## src/rtl/code_stepper_pkg.sv

```systemverilog
package code_stepper_pkg;
  typedef enum logic [1:0] {
    ST_IDLE    = 2'b00,
    ST_STEP_UP = 2'b01,
    ST_STEP_DN = 2'b10,
    ST_HELD    = 2'b11
  } press_state_t;
endpackage

```

## src/rtl/sample_tick_gen.sv

```systemverilog
module sample_tick_gen #(
  parameter int TICK_DIV = 625000
) (
  input  logic clk,
  input  logic rst,
  output logic tick_o
);
  localparam int CW = (TICK_DIV > 1) ? $clog2(TICK_DIV) : 1;
  localparam logic [CW-1:0] LAST = CW'(TICK_DIV - 1);

  logic [CW-1:0] cnt_q;

  always_ff @(posedge clk) begin
    if (rst) begin
      cnt_q  <= '0;
      tick_o <= 1'b0;
    end else begin
      tick_o <= (cnt_q == LAST);
      if (cnt_q == LAST) cnt_q <= '0;
      else               cnt_q <= cnt_q + 1'b1;
    end
  end
endmodule

```

## src/rtl/btn_sync.sv

```systemverilog
module btn_sync #(
  parameter int N = 2
) (
  input  logic         clk,
  input  logic         rst,
  input  logic [N-1:0] raw_i,
  output logic [N-1:0] sync_o
);
  for (genvar i = 0; i < N; i++) begin : g_bit
    logic meta_q, stab_q;
    always_ff @(posedge clk) begin
      if (rst) begin
        meta_q <= 1'b0;
        stab_q <= 1'b0;
      end else begin
        meta_q <= raw_i[i];
        stab_q <= meta_q;
      end
    end
    assign sync_o[i] = stab_q;
  end
endmodule

```

## src/rtl/press_fsm.sv

```systemverilog
module press_fsm
  import code_stepper_pkg::*;
#(
  parameter int REPEAT_TICKS = 80
) (
  input  logic clk,
  input  logic rst,
  input  logic tick_i,
  input  logic up_i,
  input  logic dn_i,
  input  logic repeat_en_i,
  output logic step_en_o,
  output logic step_up_o
);
  localparam int RW = (REPEAT_TICKS > 2) ? $clog2(REPEAT_TICKS) : 1;
  localparam logic [RW-1:0] RPT_LAST = RW'(REPEAT_TICKS - 2);

  press_state_t state_q, state_d;
  logic          dir_q, dir_d;
  logic          rpt_ok_q, rpt_ok_d;
  logic [RW-1:0] rpt_q, rpt_d;
  logic          held_same;

  assign held_same = rpt_ok_q && (dir_q ? (up_i && !dn_i) : (dn_i && !up_i));

  always_comb begin
    state_d  = state_q;
    dir_d    = dir_q;
    rpt_ok_d = rpt_ok_q;
    rpt_d    = rpt_q;
    case (state_q)
      ST_IDLE: begin
        rpt_d = '0;
        if (up_i && dn_i) begin
          state_d  = ST_HELD;
          rpt_ok_d = 1'b0;
        end else if (up_i) begin
          state_d = ST_STEP_UP;
          dir_d   = 1'b1;
        end else if (dn_i) begin
          state_d = ST_STEP_DN;
          dir_d   = 1'b0;
        end
      end
      ST_STEP_UP, ST_STEP_DN: begin
        state_d  = ST_HELD;
        rpt_ok_d = 1'b1;
        rpt_d    = '0;
      end
      default: begin
        if (!up_i && !dn_i) begin
          state_d = ST_IDLE;
          rpt_d   = '0;
        end else if (repeat_en_i && held_same) begin
          if (rpt_q >= RPT_LAST) begin
            state_d = dir_q ? ST_STEP_UP : ST_STEP_DN;
            rpt_d   = '0;
          end else begin
            rpt_d = rpt_q + 1'b1;
          end
        end else begin
          rpt_d = '0;
        end
      end
    endcase
  end

  always_ff @(posedge clk) begin
    if (rst) begin
      state_q   <= ST_IDLE;
      dir_q     <= 1'b0;
      rpt_ok_q  <= 1'b0;
      rpt_q     <= '0;
      step_en_o <= 1'b0;
      step_up_o <= 1'b0;
    end else if (tick_i) begin
      state_q   <= state_d;
      dir_q     <= dir_d;
      rpt_ok_q  <= rpt_ok_d;
      rpt_q     <= rpt_d;
      step_en_o <= (state_d == ST_STEP_UP) || (state_d == ST_STEP_DN);
      step_up_o <= (state_d == ST_STEP_UP);
    end
  end
endmodule

```

## src/rtl/wrap_counter.sv

```systemverilog
module wrap_counter #(
  parameter int W = 4
) (
  input  logic         clk,
  input  logic         rst,
  input  logic         en_i,
  input  logic         up_i,
  output logic [W-1:0] val_o
);
  always_ff @(posedge clk) begin
    if (rst)       val_o <= '0;
    else if (en_i) val_o <= up_i ? val_o + 1'b1 : val_o - 1'b1;
  end
endmodule

```

## src/rtl/code_stepper.sv

```systemverilog
module code_stepper #(
  parameter int TICK_DIV     = 625000,
  parameter int REPEAT_TICKS = 80,
  parameter int CODE_W       = 4
) (
  input  logic              clk,
  input  logic              rst,
  input  logic              btn_up_i,
  input  logic              btn_dn_i,
  input  logic              repeat_en_i,
  output logic [CODE_W-1:0] code_o,
  output logic              step_en_o,
  output logic              step_up_o
);
  localparam int NBTN = 2;

  logic            tick_w;
  logic [NBTN-1:0] btn_s;

  sample_tick_gen #(.TICK_DIV(TICK_DIV)) u_tick (
    .clk(clk), .rst(rst), .tick_o(tick_w)
  );

  btn_sync #(.N(NBTN)) u_sync (
    .clk(clk), .rst(rst), .raw_i({btn_dn_i, btn_up_i}), .sync_o(btn_s)
  );

  press_fsm #(.REPEAT_TICKS(REPEAT_TICKS)) u_fsm (
    .clk(clk), .rst(rst), .tick_i(tick_w),
    .up_i(btn_s[0]), .dn_i(btn_s[1]), .repeat_en_i(repeat_en_i),
    .step_en_o(step_en_o), .step_up_o(step_up_o)
  );

  wrap_counter #(.W(CODE_W)) u_cnt (
    .clk(clk), .rst(rst), .en_i(tick_w && step_en_o),
    .up_i(step_up_o), .val_o(code_o)
  );
endmodule

```

## config.mk

```make
export PLATFORM = sky130hd
export DESIGN_NAME = code_stepper
export DESIGN_NICKNAME = d
export VERILOG_FILES = /design/src/rtl/code_stepper_pkg.sv /design/src/rtl/sample_tick_gen.sv /design/src/rtl/btn_sync.sv /design/src/rtl/press_fsm.sv /design/src/rtl/wrap_counter.sv /design/src/rtl/code_stepper.sv
export SDC_FILE = /design/constraint.sdc
export NUM_CORES = 1
export LEC_CHECK = 0
export BUFFER_PORTS_ARGS = -buffer_cell sky130_fd_sc_hd__clkbuf_2
export CAP_MARGIN = 20
export CORE_MARGIN = 10
export CORE_UTILIZATION = 40
export DETAILED_ROUTE_END_ITERATION = 6
export PLACE_DENSITY = 0.55
export REMOVE_ABC_BUFFERS = 1
export SLEW_MARGIN = 25
export SYNTH_ARGS = -nofsm -noshare
export SYNTH_HDL_FRONTEND = slang
export SYNTH_SLANG_ARGS = --single-unit
```

## constraint.sdc

```tcl
create_clock -name clk -period 6.3 [get_ports clk]
set_input_delay 1.26 -clock clk [delete_from_list [all_inputs] [get_ports clk]]
set_output_delay 1.26 -clock clk [all_outputs]
set_load 0.05 [all_outputs]
```

==> flow_metrics.py, run 1 <==
metrics = {
    "status": {
        "status": "finished, final reports clean",
    },
    "synth": {
        "synthTopCellsByCount": "dfxtp_1, nor2_1, nand3_1",
        "yosysSeqAreaShare": 0.386,
        "synthCells": 249,
        "yosysMostFrequentCell": "dfxtp_1",
        "synthArstFlopShare": 0,
        "yosys_warnings": 0,
        "synth_top_area_frac": 0.386,
        "synth.avg_cell_area_um2": 8.74,
        "ys_ff_latch": 42,
        "synth_flop_cell": "dfxtp_1",
        "synth-edff-count": 0,
        "yosys.area.top_type": "dfxtp_1",
        "yosys.cell_types.count": 45,
        "synth_area_leaders": "dfxtp_1, ha_1, nor2_1, nand3_1, nor2b_1",
        "syn_area_mm2": 0.00218,
    },
    "setup_path": {
        "path_delay_family": "simple AND/OR/NAND/NOR gates",
        "critPathSlowestCell": "or4_1",
        "cp.arrival_ns": 2.89,
        "crit_type": "primary input to flip-flop",
        "timing.rr.end": "u_fsm.step_en_o",
        "r2r-start": "u_sync.g_bit[1].stab_q",
        "worstRegToRegCells": 8,
        "slowest_delay_ns": 0.50,
        "cp_cell_sequence": "clkbuf_2 > nand2_1 > or2_1 > or4_1 > and3_1 > ha_1 > a211oi_1",
        "end_kind": "flip-flop",
        "cp_max_fo": 4,
        "reg2reg_slack_ns": 4.00,
        "worstPathRequired_ns": 6.50,
        "crit_buf_inv": 1,
        "start_kind": "primary input",
    },
    "flow_run": {
        "drv_cap": 0,
    },
    "drt": {
        "wl_per_cell_um": 12.7,
        "drt_first_pass_iters": 4,
        "vias": 1708,
        "drc": 0,
        "viasPerCell": 5.22,
        "drtAntennaViolNets": 0,
        "drtIter0Drc": 114,
        "finalWirelength_mm": 4.17,
    },
    "die": {
        "num_rows": 26,
        "fp.dieW_um": 93.8,
        "dieArea_mm2": 0.00879,
        "placeableCoreArea_mm2": 0.00520,
        "num_io_pins": 11,
        "start_util": 0.418,
        "die_h_um": 93.8,
    },
    "sta": {
        "hold_slack_ns": 0.432,
        "max_freq_mhz": 372,
        "rsz0062_at_grt": "false",
        "max-slew-margin-rel": 0.452,
        "maxSlewViolCount": 0,
        "setup_viol": 0,
        "skew_ns": 0.00778,
        "tns_ns": 0,
        "finalHoldViolations": 0,
        "fin_crit_sh": 0.427,
        "worst-slew-pin-transition_ns": 0.820,
        "period_needed_ns": 2.69,
    },
    "layout": {
        "final_area_mm2": 0.00236,
        "drive_above_1_share": 0.105,
        "layout.nets": 276,
        "fin_util": 0.453,
        "antennaDiodeCount": 0,
        "nFillCells": 544,
        "area_growth_pct": 8.28,
    },
    "clocking": {
        "clk_latency_ns": 0.29,
        "cts_inserted_buffers": 5,
        "cts_htree_levels": 2,
        "cts_tree": "done",
        "cts.sinks": 42,
        "cts_resized": 0,
        "cts_buffer_depth": 2,
        "postCtsSetupBuffers": 0,
        "cts-root-buf": "clkbuf_8",
        "clk_pin_slew_ns": 0.08,
        "hold_buffers": 0,
    },
    "global_routing": {
        "grt_max_degree": 26,
        "grt_antenna_before_repair": 0,
        "grt_first_pass_wirelength_mm": 7.31,
        "overflow": 0,
        "grt_pass1_vias": 1608,
        "grt_util_all_layers": 0.100,
    },
    "placed_design": {
        "io_buffers": 10,
        "dpl_cell_area_mm2": 0.00227,
        "gp_congestion": 0.750,
        "hpwl_mm": 2.89,
    },
    "pwr": {
        "p_sw_frac": 0.210,
        "p_int_uw": 359,
        "clock_power_share": 0.371,
        "combPwrFrac": 0.034,
        "ir_drop_v": 0.000110,
        "p_seq_frac": 0.595,
        "p_per_area_mw_per_mm2": 193,
        "p_leak_uw": 0.000887,
        "p_sw_uw": 95.3,
    },
    "worst_hold_path": {
        "min_path_type": "flip-flop to flip-flop",
        "hold_depth": 1,
        "worstHoldStart": "u_sync.g_bit[0].meta_q",
        "hold-path-endpoint": "u_sync.g_bit[0].stab_q",
    },
}
[worst register-to-register path, delay by kind of cell, from the launching register on]
kind / cells / cell delay [ns]
simple gates: 3 / 1.00
fa+ha+maj: 2 / 0.42
flops: 1 / 0.36
compound gates: 1 / 0.24
buf+inv: 1 / 0.11
mux: 1 / 0.10
[kinds of logic after synthesis]
family,after synthesis,synth area share
simple gates,114,0.281
compound gates,43,0.137
flops,42,0.386
buf+inv,18,0.0374
xor+xnor,13,0.0523
fa+ha+maj,13,0.0782
mux,6,0.0282
[registers in the layout, summed over array words and instances, names as in the netlist]
name	count
u_cnt.val_o	4
u_fsm.rpt_ok_q	1
u_fsm.dir_q	1
u_tick.cnt_q	20
u_fsm.state_q	2
u_tick.tick_o	1
u_fsm.step_up_o	1
u_fsm.step_en_o	1
u_fsm.rpt_q	7
u_sync.g_bit.meta_q	2
u_sync.g_bit.stab_q	2
[per-layer routing]
metal / share of wire / wire (um) / vias to the layer above / global-route usage
met2: 0.44 / 1850 / 14 / 0.157
met4: 0.013 / 54 / 0 / 0.0380
li1: - / - / 909 / -
met1: 0.52 / 2160 / 781 / 0.127
met5: 0 / 0 / - / 0
met3: 0.024 / 100 / 4 / 0.0264
[layout by cell type, fill, tap and decap left out, drive strengths merged, types with 2 or more instances in the layout]
cell type / instances
a211oi: 2
a21o: 3
a21oi: 13
a31o: 3
a32o: 3
a41oi: 2
and2: 4
and3: 4
and4: 2
clkbuf: 16
dfxtp: 42
ha: 12
inv: 9
mux2i: 5
nand2: 13
nand2b: 5
nand3: 16
nand4: 11
nor2: 30
nor2b: 11
nor3: 3
nor4: 3
o211ai: 3
o21ai: 5
o21bai: 3
o31ai: 5
or3: 5
or4: 4
xnor2: 6
xor2: 7
[worst max-delay path by stage]
stage,depth (start not counted),start,end,slack (ns)
after detailed placement,7,repeat_en_i,u_fsm.step_en_o,3.36
after floorplan,6,repeat_en_i,u_fsm.step_en_o,3.54
after global placement,7,repeat_en_i,u_fsm.step_en_o,3.38
final,7,repeat_en_i,u_fsm.step_en_o,3.61
after global routing,4,rst,u_fsm.rpt_q[5],3.51
after CTS,7,repeat_en_i,u_fsm.step_en_o,3.63
[final cells by class]
type                    count  area [um^2]  area share
repair buffers             11         57.6      0.0244
flip-flops and latches     42          841       0.357
inverters                   9         33.8      0.0143
multi-input cells         189         1250       0.532
clock buffers               6         82.6      0.0351
well taps                  70         87.6      0.0372
[metrics by stage]
stage | cells | total power [uW] | worst slack, ns
after floorplan | 240 | 286 | 3.54
after global routing | 327 | 479 | 3.51
after CTS | 327 | 465 | 3.63
after detailed placement | 321 | 292 | 3.36
after global placement | 321 | 292 | 3.38
final | 327 | 454 | 3.61
[power groups by stage]
stage          Sequential (uW)  Clock, uW  Combinational [uW]
5_1_grt                    271        190                17.9
3_5_place_dp               277          0                15.6
6_report                   271        168                15.4
3_3_place_gp               277          0                15.2
4_1_cts                    271        179                15.6
2_1_floorplan              276          0                9.91
Power figures use the tool's default switching activity.
==> inputs of run 2 (changes only) <==
Settings changed: ABC_AREA from default to 1, PLACE_DENSITY 0.55 to 0.57.
Clock period 6.3 ns to 2.4 ns, I/O delays scaled along.
==> flow_metrics.py, run 2 <==
metrics = {
    "clocking": {
        "cts_inserted_buffers": 5,
        "cts_resized": 0,
        "clk_pin_slew_ns": 0.08,
        "cts.sinks": 42,
        "hold_buffers": 0,
        "postCtsSetupBuffers": 0,
        "cts_buffer_depth": 2,
        "cts_tree": "done",
        "clk_latency_ns": 0.29,
        "cts_htree_levels": 2,
        "cts-root-buf": "clkbuf_8",
    },
    "drt": {
        "drtIter0Drc": 52,
        "drc": 0,
        "vias": 1923,
        "drtAntennaViolNets": 0,
        "wl_per_cell_um": 11.8,
        "drt_first_pass_iters": 4,
        "finalWirelength_mm": 4.67,
        "viasPerCell": 4.87,
    },
    "layout": {
        "multi_input_area_mm2": 0.00119,
        "reg_top3": "u_tick.cnt_q (20), u_fsm.rpt_q (7), u_cnt.val_o (4)",
        "regMostFlops": "u_tick.cnt_q",
        "layout_common_cells": "nand2_1, inv_1, dfxtp_1",
        "area_growth_pct": 9.97,
        "final_area_mm2": 0.00246,
        "antennaDiodeCount": 0,
        "fin_util": 0.449,
        "nFillCells": 591,
        "drive_above_1_share": 0.0960,
        "seq_area_um2": 841,
        "final_common_cell": "nand2_1",
        "layout.nets": 340,
        "largest_reg_flops": 20,
    },
    "synth": {
        "synth_area_leaders": "dfxtp_1, nand2_1, inv_1, a21oi_1, ha_1",
        "syn_area_mm2": 0.00223,
        "synth.avg_cell_area_um2": 7.23,
        "synthCells": 309,
        "yosysMostFrequentCell": "nand2_1",
        "synthArstFlopShare": 0,
        "synth_flop_cell": "dfxtp_1",
        "yosys.cell_types.count": 30,
        "synthTopCellsByCount": "nand2_1, inv_1, dfxtp_1",
        "yosys_warnings": 0,
        "yosysSeqAreaShare": 0.376,
        "yosys.area.top_type": "dfxtp_1",
        "synth-edff-count": 0,
        "synth_top_area_frac": 0.376,
        "ys_ff_latch": 42,
    },
    "sta": {
        "finalHoldViolations": 0,
        "maxSlewViolCount": 0,
        "fin_ws_ns": 0.610,
        "worst-slew-pin-transition_ns": 0.431,
        "fin_crit_sh": 0.746,
        "period_needed_ns": 1.79,
        "setup_viol": 0,
        "max-slew-margin-rel": 0.710,
        "max_freq_mhz": 559,
        "rsz0062_at_grt": "false",
        "skew_ns": 0.00769,
        "tns_ns": 0,
    },
    "placed_design": {
        "gp_congestion": 0.822,
        "io_buffers": 10,
        "hpwl_mm": 3.50,
        "pre_cts_ws_ns": 0.607,
        "dpl_cell_area_mm2": 0.00236,
    },
    "setup_path": {
        "cp_max_fo": 4,
        "start_kind": "flip-flop",
        "crit_type": "flip-flop to flip-flop",
        "cp.arrival_ns": 1.96,
        "worstPathRequired_ns": 2.57,
        "end_kind": "flip-flop",
    },
    "pwr": {
        "p_per_area_mw_per_mm2": 500,
        "p_leak_uw": 0.000939,
        "ir_drop_v": 0.000283,
    },
    "die": {
        "placeableCoreArea_mm2": 0.00547,
        "num_io_pins": 11,
        "fp.dieW_um": 94.7,
        "dieArea_mm2": 0.00897,
        "num_rows": 27,
        "die_h_um": 94.7,
        "start_util": 0.408,
    },
    "worst_hold_path": {
        "min_path_type": "primary input to flip-flop",
    },
    "global_routing": {
        "grt_util_all_layers": 0.113,
        "grt_antenna_before_repair": 0,
        "grt_max_degree": 21,
        "overflow": 0,
        "grt_pass1_vias": 1896,
        "grt_first_pass_wirelength_mm": 8.25,
    },
    "flow_run": {
        "drv_cap": 0,
    },
    "status": {
        "status": "finished, final reports clean",
    },
}
## run 2: cell types whose count changed after synthesis, moves of 6 or more
cell / previous run / this run
nand2_1: 13 / 63
nor2b_1: 11 / 0
nor3_1: 3 / 9
a21oi_1: 13 / 31
nand3b_1: 0 / 8
o21ai_0: 5 / 12
inv_1: 9 / 43
## run 2: final cells by class
| class | instances | share of cell area |
|---|---|---|
| Sequential cell | 42 | 0.342 |
| Clock buffer | 6 | 0.0336 |
| Clock inverter | 2 | 0.00509 |
| Timing Repair Buffer | 12 | 0.0265 |
| Inverter | 46 | 0.0703 |
| Tap cell | 72 | 0.0367 |
| Multi-Input combinational cell | 215 | 0.485 |
## run 2: logic make-up (layout without fill, tap and decap cells)
logic type | after synthesis | count (layout) | synth area share
simple gates | 145 | 145 | 0.309
buf+inv | 52 | 66 | 0.0896
compound gates | 47 | 47 | 0.109
flops | 42 | 42 | 0.376
fa+ha+maj | 13 | 13 | 0.0762
xor+xnor | 10 | 10 | 0.0392
## run 2: critical path, cell delays in order (launching register included)
cell	delay, ns
dfxtp_1	0.33
inv_1	0.13
ha_1	0.16
inv_1	0.04
nand2_1	0.05
nand2_1	0.04
nor2_1	0.16
nand3_1	0.11
nand2_1	0.07
nand2_1	0.05
nand2_1	0.07
nand2_1	0.06
ha_1	0.20
o21ai_0	0.16
a21oi_1	0.05
## run 2: power breakdown
group / leakage [uW] / switching (uW) / internal (uW)
Sequential: 0.000340 / 6.15 / 704
Combinational: 0.000553 / 29.4 / 13.9
Clock: 0.0000472 / 245 / 231
Total: 0.000939 / 280 / 949
## run 2: routing by layer
metal,track usage,wire (um),vias up
met1,0.129,2150,871
met2,0.197,2300,22
met5,0,0,-
met4,0.0374,58,0
met3,0.0325,160,5
li1,-,-,1025
## run 2: stage by stage
| stage | total power, uW | instances | hold WS (ns) |
|---|---|---|---|
| 2_1_floorplan | 753 | 303 | 0.388 |
| 3_3_place_gp | 770 | 387 | 0.389 |
| 3_5_place_dp | 771 | 387 | 0.395 |
| 4_1_cts | 1250 | 395 | 0.359 |
| 5_1_grt | 1290 | 395 | 0.363 |
| 6_report | 1230 | 395 | 0.370 |
## run 2: final timing paths
kind	startpoint	cells after the start	endpoint	slack, ns
max	u_sync.g_bit[1].stab_q	14	u_fsm.step_up_o	0.61
min	btn_up_i	3	u_sync.g_bit[0].meta_q	0.37
min reg2reg	u_sync.g_bit[0].meta_q	2	u_sync.g_bit[0].stab_q	0.40
max reg2reg	u_sync.g_bit[1].stab_q	14	u_fsm.step_up_o	0.61
